### config.mk
export PLATFORM = sky130hd
export DESIGN_NAME = shrot_unit
export DESIGN_NICKNAME = d
export VERILOG_FILES = /design/src/rtl/shrot_pkg.sv /design/src/rtl/shrot_count_sel.sv /design/src/rtl/shrot_core.sv /design/src/rtl/shrot_flags.sv /design/src/rtl/shrot_unit.sv
export SDC_FILE = /design/constraint.sdc
export NUM_CORES = 1
export LEC_CHECK = 0
export ABC_AREA = 1
export BUFFER_PORTS_ARGS = -buffer_cell sky130_fd_sc_hd__buf_4
export CAP_MARGIN = 20
export CORE_MARGIN = 3
export CORE_UTILIZATION = 63
export DETAILED_ROUTE_END_ITERATION = 16
export GPL_TIMING_DRIVEN = 0
export PLACE_DENSITY = 0.84
export REMOVE_ABC_BUFFERS = 1
export SKIP_CTS_REPAIR_TIMING = 1
export SKIP_LAST_GASP = 1
export SLEW_MARGIN = 20
export SYNTH_ARGS = -nofsm -noshare
export SYNTH_HDL_FRONTEND = slang
export SYNTH_SLANG_ARGS = --single-unit
export TNS_END_PERCENT = 5
### constraint.sdc
create_clock -name clk -period 13.9 [get_ports clk]
set_input_delay 2.78 -clock clk [delete_from_list [all_inputs] [get_ports clk]]
set_output_delay 2.78 -clock clk [all_outputs]
set_load 0.1 [all_outputs]
### src/rtl/shrot_pkg.sv
// Shared types for the shift/rotate unit.
// Assumes: opcode values are fixed by the decoder that feeds the unit.
package shrot_pkg;
    typedef enum logic [2:0] {
        OP_SHL = 3'd0,
        OP_SHR = 3'd1,
        OP_SAR = 3'd2,
        OP_ROL = 3'd3,
        OP_ROR = 3'd4,
        OP_RCL = 3'd5,
        OP_RCR = 3'd6,
        OP_NOP = 3'd7
    } shrot_op_e;

    localparam int FLAG_N = 5;
    localparam int FB_CF  = 0;
    localparam int FB_OF  = 1;
    localparam int FB_PF  = 2;
    localparam int FB_SF  = 3;
    localparam int FB_ZF  = 4;
endpackage

### src/rtl/shrot_count_sel.sv
// Picks the count source and keeps only the low COUNT_W bits.
// Assumes: both count inputs have the same width.
module shrot_count_sel #(
    parameter int CNT_IN_W = 8,
    parameter int COUNT_W  = 5
) (
    input  logic                cnt_sel,
    input  logic [CNT_IN_W-1:0] imm_cnt,
    input  logic [CNT_IN_W-1:0] cl_cnt,
    output logic [COUNT_W-1:0]  cnt_eff,
    output logic                cnt_zero
);
    logic [CNT_IN_W-1:0] picked;
    logic                unused_hi;

    // select the count source and truncate it
    always_comb begin
        picked    = cnt_sel ? cl_cnt : imm_cnt;
        cnt_eff   = picked[COUNT_W-1:0];
        cnt_zero  = (cnt_eff == '0);
        unused_hi = ^picked[CNT_IN_W-1:COUNT_W];
    end
endmodule

### src/rtl/shrot_core.sv
// Chain of 2**COUNT_W-1 one-position stages. Stage k acts when count > k.
// Assumes: in narrow mode only the low NARROW_W bits matter; upper bits of
// res are zero and the caller merges the upper operand bits back in.
module shrot_core
    import shrot_pkg::*;
#(
    parameter int DATA_W   = 16,
    parameter int NARROW_W = 8,
    parameter int COUNT_W  = 5
) (
    input  logic [DATA_W-1:0]  operand,
    input  logic               wide,
    input  shrot_op_e          op,
    input  logic [COUNT_W-1:0] cnt,
    input  logic               carry_in,
    output logic [DATA_W-1:0]  res,
    output logic               cf_out
);
    localparam int STAGES = (1 << COUNT_W) - 1;
    localparam int IDX_W  = $clog2(DATA_W);

    logic [DATA_W-1:0] wmask;
    logic [IDX_W-1:0]  msb_idx;
    logic [DATA_W-1:0] val [STAGES+1];
    logic              car [STAGES+1];

    // width mask and MSB position for the chosen operand size
    always_comb begin
        wmask   = wide ? {DATA_W{1'b1}} : DATA_W'({NARROW_W{1'b1}});
        msb_idx = wide ? IDX_W'(DATA_W - 1) : IDX_W'(NARROW_W - 1);
    end

    assign val[0] = operand & wmask;
    assign car[0] = carry_in;

    for (genvar k = 0; k < STAGES; k++) begin : g_stage
        logic [DATA_W-1:0] lft, rgt, nv;
        logic              top, bot, nc;

        // one position of the selected operation, gated by the count
        always_comb begin
            top = val[k][msb_idx];
            bot = val[k][0];
            lft = (val[k] << 1) & wmask;
            rgt = val[k] >> 1;
            nv  = val[k];
            nc  = car[k];
            unique case (op)
                OP_SHL: begin nv = lft; nc = top; end
                OP_SHR: begin nv = rgt; nc = bot; end
                OP_SAR: begin nv = rgt; nv[msb_idx] = top; nc = bot; end
                OP_ROL: begin nv = lft; nv[0] = top; nc = top; end
                OP_ROR: begin nv = rgt; nv[msb_idx] = bot; nc = bot; end
                OP_RCL: begin nv = lft; nv[0] = car[k]; nc = top; end
                OP_RCR: begin nv = rgt; nv[msb_idx] = car[k]; nc = bot; end
                default: begin nv = val[k]; nc = car[k]; end
            endcase
            if (!(cnt > COUNT_W'(k))) begin
                nv = val[k];
                nc = car[k];
            end
        end

        assign val[k+1] = nv;
        assign car[k+1] = nc;
    end

    assign res    = val[STAGES];
    assign cf_out = car[STAGES];
endmodule

### src/rtl/shrot_flags.sv
// Derives flag values and the per-flag write mask from the shifted value.
// Assumes: res is already masked to the selected width.
module shrot_flags
    import shrot_pkg::*;
#(
    parameter int DATA_W   = 16,
    parameter int NARROW_W = 8
) (
    input  logic [DATA_W-1:0] res,
    input  logic              wide,
    input  shrot_op_e         op,
    input  logic              cnt_zero,
    input  logic              cf_new,
    output logic [FLAG_N-1:0] flag_val,
    output logic [FLAG_N-1:0] flag_wr
);
    logic r_msb, r_sub;

    // flag values: parity on low byte, sign, zero, overflow rule
    always_comb begin
        r_msb = wide ? res[DATA_W-1] : res[NARROW_W-1];
        r_sub = wide ? res[DATA_W-2] : res[NARROW_W-2];
        flag_val         = '0;
        flag_val[FB_CF]  = cf_new;
        flag_val[FB_PF]  = ~^res[7:0];
        flag_val[FB_SF]  = r_msb;
        flag_val[FB_ZF]  = (res == '0);
        if (op == OP_SHL || op == OP_ROL || op == OP_RCL)
            flag_val[FB_OF] = r_msb ^ cf_new;
        else
            flag_val[FB_OF] = r_msb ^ r_sub;
    end

    // write mask per operation class
    always_comb begin
        if (cnt_zero || op == OP_NOP)
            flag_wr = '0;
        else if (op == OP_ROL || op == OP_ROR)
            flag_wr = FLAG_N'(5'b00011);
        else if (op == OP_SAR)
            flag_wr = FLAG_N'(5'b11101);
        else
            flag_wr = '1;
    end
endmodule

### src/rtl/shrot_unit.sv
// Top of the shift/rotate unit: count selection, stage chain, flag
// generation and one output register stage.
// Assumes: one operation per cycle, no back-pressure from the consumer.
module shrot_unit
    import shrot_pkg::*;
#(
    parameter int DATA_W   = 16,
    parameter int NARROW_W = 8,
    parameter int COUNT_W  = 5,
    parameter int CNT_IN_W = 8
) (
    input  logic                clk,
    input  logic                rst_n,
    input  logic                in_valid,
    input  logic [DATA_W-1:0]   operand,
    input  logic                wide,
    input  logic [2:0]          op,
    input  logic                cnt_sel,
    input  logic [CNT_IN_W-1:0] imm_cnt,
    input  logic [CNT_IN_W-1:0] cl_cnt,
    input  logic                carry_in,
    output logic                out_valid,
    output logic [DATA_W-1:0]   result,
    output logic                cf,
    output logic                of,
    output logic                pf,
    output logic                sf,
    output logic                zf,
    output logic [FLAG_N-1:0]   flag_wr
);
    shrot_op_e          op_e;
    logic [COUNT_W-1:0] cnt_eff;
    logic               cnt_zero;
    logic [DATA_W-1:0]  core_res, full_res, keep_mask;
    logic               core_cf;
    logic [FLAG_N-1:0]  fval, fwr, fval_q;

    assign op_e = shrot_op_e'(op);

    shrot_count_sel #(.CNT_IN_W(CNT_IN_W), .COUNT_W(COUNT_W)) u_cnt (
        .cnt_sel(cnt_sel), .imm_cnt(imm_cnt), .cl_cnt(cl_cnt),
        .cnt_eff(cnt_eff), .cnt_zero(cnt_zero)
    );

    shrot_core #(.DATA_W(DATA_W), .NARROW_W(NARROW_W), .COUNT_W(COUNT_W)) u_core (
        .operand(operand), .wide(wide), .op(op_e), .cnt(cnt_eff),
        .carry_in(carry_in), .res(core_res), .cf_out(core_cf)
    );

    shrot_flags #(.DATA_W(DATA_W), .NARROW_W(NARROW_W)) u_flags (
        .res(core_res), .wide(wide), .op(op_e), .cnt_zero(cnt_zero),
        .cf_new(core_cf), .flag_val(fval), .flag_wr(fwr)
    );

    // merge untouched upper bits back in narrow mode
    always_comb begin
        keep_mask = wide ? '0 : ~DATA_W'({NARROW_W{1'b1}});
        full_res  = (operand & keep_mask) | core_res;
    end

    // output register stage
    always_ff @(posedge clk) begin
        if (!rst_n) begin
            out_valid <= 1'b0;
            result    <= '0;
            fval_q    <= '0;
            flag_wr   <= '0;
        end else begin
            out_valid <= in_valid;
            if (in_valid) begin
                result  <= full_res;
                fval_q  <= fval;
                flag_wr <= fwr;
            end
        end
    end

    assign cf = fval_q[FB_CF];
    assign of = fval_q[FB_OF];
    assign pf = fval_q[FB_PF];
    assign sf = fval_q[FB_SF];
    assign zf = fval_q[FB_ZF];

    p_valid_follow_r1: assert property (@(posedge clk) disable iff (!rst_n)
        in_valid |=> out_valid);
    p_valid_idle_r1: assert property (@(posedge clk) disable iff (!rst_n)
        !in_valid |=> !out_valid);
    p_zero_keep_r3: assert property (@(posedge clk) disable iff (!rst_n)
        (in_valid && cnt_zero) |=> (result == $past(operand) && flag_wr == '0));
    p_rot_mask_r8: assert property (@(posedge clk) disable iff (!rst_n)
        (in_valid && !cnt_zero && (op_e == OP_ROL || op_e == OP_ROR))
        |=> (flag_wr == FLAG_N'(5'b00011)));
    p_narrow_upper_r11: assert property (@(posedge clk) disable iff (!rst_n)
        (in_valid && !wide) |=> (result[DATA_W-1:NARROW_W] == $past(operand[DATA_W-1:NARROW_W])));
    p_sar_sign_r5: assert property (@(posedge clk) disable iff (!rst_n)
        (in_valid && wide && op_e == OP_SAR) |=> (result[DATA_W-1] == $past(operand[DATA_W-1])));
    p_nop_r12: assert property (@(posedge clk) disable iff (!rst_n)
        (in_valid && op_e == OP_NOP) |=> (flag_wr == '0 && result == $past(operand)));
endmodule

==> results of run 1 <==
-- cell usage after synthesis (2+ instances only) --
library cell,instances,area share [%]
a21oi_1,53,1.7
and2_1,6,0.25
buf_1,21,0.52
buf_2,43,1.4
buf_4,31,1.5
buf_6,24,1.8
clkbuf_1,99,2.4
clkbuf_4,3,0.15
clkbuf_8,3,0.27
clkinv_1,17,0.42
dfxtp_1,25,3.3
ha_1,4,0.33
inv_1,133,3.3
inv_2,19,0.47
nand2_1,1153,28
nand2_2,60,2.5
nand3_1,573,19
nand3_2,30,2.0
nand3b_1,9,0.44
nand3b_2,2,0.15
nand4_1,4,0.16
nor2_1,135,3.3
nor2_2,6,0.25
nor3_1,3,0.098
o211ai_1,173,8.5
o211ai_2,10,0.82
o21a_1,2,0.098
o21ai_0,133,4.4
o21ai_1,107,3.5
o21ai_2,10,0.57
o21bai_1,8,0.39
o221ai_1,101,5.8
o22ai_1,20,0.82
or2_1,9,0.37
or2_2,4,0.16
xor2_1,2,0.11
-- per-layer routing --
| metal | overflow | global-route usage, % |
|---|---|---|
| met1 | 5 | 80.05 |
| met2 | 72 | 92.05 |
| met3 | 5 | 71.82 |
| met4 | 35 | 78.32 |
| met5 | 4 | 63.64 |
-- cells by family after synthesis --
group | count (synthesis) | synth area share (%)
compound gates | 623 | 26.98
xor+xnor | 3 | 0.1718
fa+ha+maj | 4 | 0.3272
buf+inv | 394 | 12.27
flops | 25 | 3.271
simple gates | 1999 | 56.98
-- metrics by stage --
step           util, %  setup slack [ns]  cell area [um^2]
3_5_place_dp     64.80            -4.435             15350
4_1_cts          65.14            -4.260             15430
3_3_place_gp     62.97            -22.72             14910
2_1_floorplan        -            -12.19             14060
==> impl_metrics.py, run 1 <==
metrics = {
    "logic_synthesis": {
        "ys_seq_area_share_pct": 3.271,
        "ys_ff_latch": 25,
        "async_flop_share_pct": 0,
        "synth-edff-count": 0,
        "avgSynthCellArea_um2": 5.019,
        "ys_warn_count": 0,
        "synth_flop_cell": "dfxtp_1",
        "yosysUniqueCellTypes": 49,
        "synthesis.area_um2": 15300,
        "synthCells": 3048,
    },
    "placed_design": {
        "portBuffers": 61,
        "place.gp.congestion": 0.9748,
        "dp.cells": 3219,
        "post-dp-hpwl_mm": 36.87,
    },
    "clock_network": {
        "cts_root_buf": "clkbuf_16",
        "clock_path_buffers": 2,
        "cts_inserted_buffers": 3,
        "htree_num_levels": 1,
        "clock-sinks": 25,
    },
    "sta": {
        "endpoint_type": "register input",
        "worstEndpointGrtRepair": "fval_q[4]$_SDFFE_PN0P_/D",
    },
    "status": {
        "outcome": "did not finish",
        "error_line": "[ERROR GRT-0232] Routing congestion too high. Check the congestion heatmap in the GUI.",
        "haltStage": "5_1_grt",
    },
    "global_routing": {
        "grt.overflow.total": 121,
        "grt_max_degree": 100,
        "grt_use_total_pct": 80.98,
    },
    "die": {
        "pin_count": 68,
        "die_x_um": 161.8,
        "rows": 56,
        "initial_utilization_pct": 64.60,
        "dieHeight_um": 161.8,
    },
}
==> run 2, diff against run 1 <==
--- a/config.mk
+++ b/config.mk
@@ -9,10 +9,10 @@
 export BUFFER_PORTS_ARGS = -buffer_cell sky130_fd_sc_hd__buf_4
 export CAP_MARGIN = 20
 export CORE_MARGIN = 3
-export CORE_UTILIZATION = 63
+export CORE_UTILIZATION = 40
 export DETAILED_ROUTE_END_ITERATION = 16
 export GPL_TIMING_DRIVEN = 0
-export PLACE_DENSITY = 0.84
+export PLACE_DENSITY_LB_ADDON = 0.15
 export REMOVE_ABC_BUFFERS = 1
 export SKIP_CTS_REPAIR_TIMING = 1
 export SKIP_LAST_GASP = 1
==> run 2 against run 1 <==
Compared with the run above:
- the flow now finishes, with violations (setup timing)
- synthesized area unchanged
- synthesized cell count stayed put
==> impl_metrics.py, run 2 <==
metrics = {
    "critical_path": {
        "end_kind": "flop",
        "path_depth": 126,
        "cp.required_ns": 14.05,
        "cp-startpoint": "op[2]",
        "critPathMaxStageDelay_ns": 0.28,
        "worst_path_most_repeated_cell": "nand2_2",
        "r2r-end": "flag_wr[3]",
        "reg2reg_slack_ns": 13.23,
        "path_class": "primary input to flop",
        "crit_arrival_ns": 16.00,
        "timing.rr.start": "flag_wr[3]",
        "cp-endpoint": "fval_q[2]",
        "slowest_stage": "or2_1",
        "worstPathBufferInverterCount": 14,
        "ff2ff_path_depth": 2,
        "crit_fanout": 18,
        "cp_top_family": "simple AND/OR/NAND/NOR gates",
        "worstSetupStartpointType": "primary input",
    },
    "routing": {
        "ant_nets": 0,
        "via_per_inst": 6.053,
        "drc_errors": 0,
        "wl_per_cell_um": 17.33,
        "vias": 21520,
        "dr.pass1.iters": 6,
        "drtIter0Drc": 2343,
        "drt_wl_total_mm": 61.61,
    },
    "logic_synthesis": {
        "ys_warn_count": 0,
        "ys_seq_area_share_pct": 3.271,
        "avgSynthCellArea_um2": 5.019,
        "synthTopCellsByArea": "nand2_1, nand3_1, o211ai_1, o221ai_1, o21ai_0",
        "yosysMostFrequentCell": "nand2_1",
        "synth_area_leader_cell": "nand2_1",
        "synth-edff-count": 0,
        "synth_common_cells": "nand2_1, nand3_1, o211ai_1",
        "synth_top_area_share_pct": 28.29,
        "synthesis.area_um2": 15300,
        "yosysUniqueCellTypes": 49,
        "synthCells": 3048,
        "synth_flop_cell": "dfxtp_1",
        "async_flop_share_pct": 0,
        "ys_ff_latch": 25,
    },
    "placed_design": {
        "place_ws_ns": -5.442,
        "post-dp-hpwl_mm": 40.04,
        "dp.cells": 3411,
        "dpl_cell_area_um2": 15580,
        "place.gp.congestion": 0.8798,
        "portBuffers": 61,
    },
    "clock_network": {
        "cts_inserted_buffers": 3,
        "path_clk_slew_ns": 0.06,
        "clock_path_buffers": 2,
        "cts_tree": "built",
        "clock_latency_ns": 0.25,
        "clock-sinks": 25,
        "cts_root_buf": "clkbuf_16",
        "htree_num_levels": 1,
    },
    "cells_and_area": {
        "drive_above_1_share_pct": 18.00,
        "max_flop_register": "result",
        "final_common_cell": "nand2_1",
        "largest_reg_flops": 16,
        "finalNonFillerCells": 3556,
        "utilization_pct": 47.80,
        "diodes": 0,
        "syn_to_final_growth_pct": 17.70,
        "final_cell_area_um2": 18010,
        "mostFrequentLayoutCells": "nand2_1, nand3_1, o211ai_1",
        "layout.nets": 3091,
        "reg_top3": "result x16, fval_q x5, flag_wr x3",
    },
    "sta": {
        "rsz0062_at_grt": "true",
        "final-setup-viol-count": 21,
        "hold-worst-slack_ns": 0.4777,
        "tns_ns": -24.85,
        "fmaxAchievable_ghz": 0.06311,
        "slew_violations": 0,
        "worst_pin_slew_ns": 0.9201,
        "slew_headroom_pct": 38.66,
        "post-route-min-period_ns": 15.85,
        "fin_ws_ns": -1.946,
        "fin_crit_sh_pct": 114.0,
        "skew_ns": 0,
        "hold_violations": 0,
    },
    "status": {
        "violations": "setup timing",
        "outcome": "complete, but fails checks",
    },
    "global_routing": {
        "grt_pass1_vias": 18700,
        "grt.overflow.total": 0,
        "grt_use_total_pct": 26.01,
        "grt_pass1_wl_mm": 92.98,
        "grt_max_degree": 104,
        "antenna_found_initial": 0,
    },
    "power_and_ir_drop": {
        "swShare_pct": 63.76,
        "pwr-share-clk_pct": 3.8,
        "p_per_area_nw_per_um2": 91.76,
        "combPwrFrac_pct": 91.0,
        "power_mw": 1.652,
        "pwr-share-seq_pct": 5.2,
        "p_int_uw": 598.8,
        "max-vdd-ir-drop_mv": 0.06747,
        "p_switching_mw": 1.053,
        "power_leakage_nw": 8.611,
    },
    "die": {
        "die_x_um": 201.6,
        "rows": 71,
        "dieHeight_um": 201.6,
        "initial_utilization_pct": 40.62,
        "dieArea_um2": 40630,
        "core_um2": 37670,
        "pin_count": 68,
    },
    "worst_hold_path": {
        "hold_path.class": "flop to flop",
    },
    "job": {
        "maxCapViolCount": 0,
    },
}
==> run 2: cell counts after synthesis <==
Identical to the previous run, type by type.
==> run 2: tightest hold or removal path, delay by kind of cell (launching register included) <==
family	cells	cell delay, ns
and+or+nand+nor	1	0.06
AOI/OAI and AO/OA	1	0.06
DFF	1	0.31
==> run 2: cell families (layout without fill, tap and decap cells) <==
kind of cell             count (synthesis)  after routing  synth area share, %
AO/OA/AOI/OAI                          623            623                26.98
XOR/XNOR                                 3              3               0.1718
adder cells (fa/ha/maj)                  4              4               0.3272
buffers and inverters                  394            378                12.27
flip-flops                              25             25                3.271
AND/OR/NAND/NOR                       1999           2012                56.98
==> run 2: power by group through the flow <==
stage | Combinational, mW | Clock (mW) | Sequential, mW
after global placement | 1.29 | 0 | 0.0876
after global routing | 1.67 | 0.0698 | 0.0876
final | 1.50 | 0.0628 | 0.0864
after floorplan | 0.931 | 0 | 0.157
after detailed placement | 1.31 | 0 | 0.0880
after CTS | 1.32 | 0.0643 | 0.0866
==> run 2: routing by layer <==
metal  vias up  track usage (%)  routed length [um]
met4         0            6.255                1728
met5         -                0                   0
met2       911            42.71               28210
li1      10490                -                   -
met3       133            2.119                4383
met1      9986            36.92               27290
==> run 2: worst min-delay path by stage <==
stage	startpoint	endpoint	cells past startpoint
2_1_floorplan	fval_q[4]	fval_q[4]	2
6_report	flag_wr[1]	flag_wr[1]	2
4_1_cts	flag_wr[1]	flag_wr[1]	2
5_1_grt	flag_wr[0]	flag_wr[0]	2
3_5_place_dp	flag_wr[1]	flag_wr[1]	2
3_3_place_gp	flag_wr[1]	flag_wr[1]	2
==> run 2: final cells by class <==
type                            count  area, um^2
Timing Repair inverter              7       72.57
Sequential cell                    25       500.5
Clock buffer                        4       78.83
Multi-Input combinational cell   2642       13920
Inverter                          169       749.5
Fill cell                        4082       19660
Timing Repair Buffer              198        2043
Tap cell                          511       639.4
(Power assumes the default switching activity.)
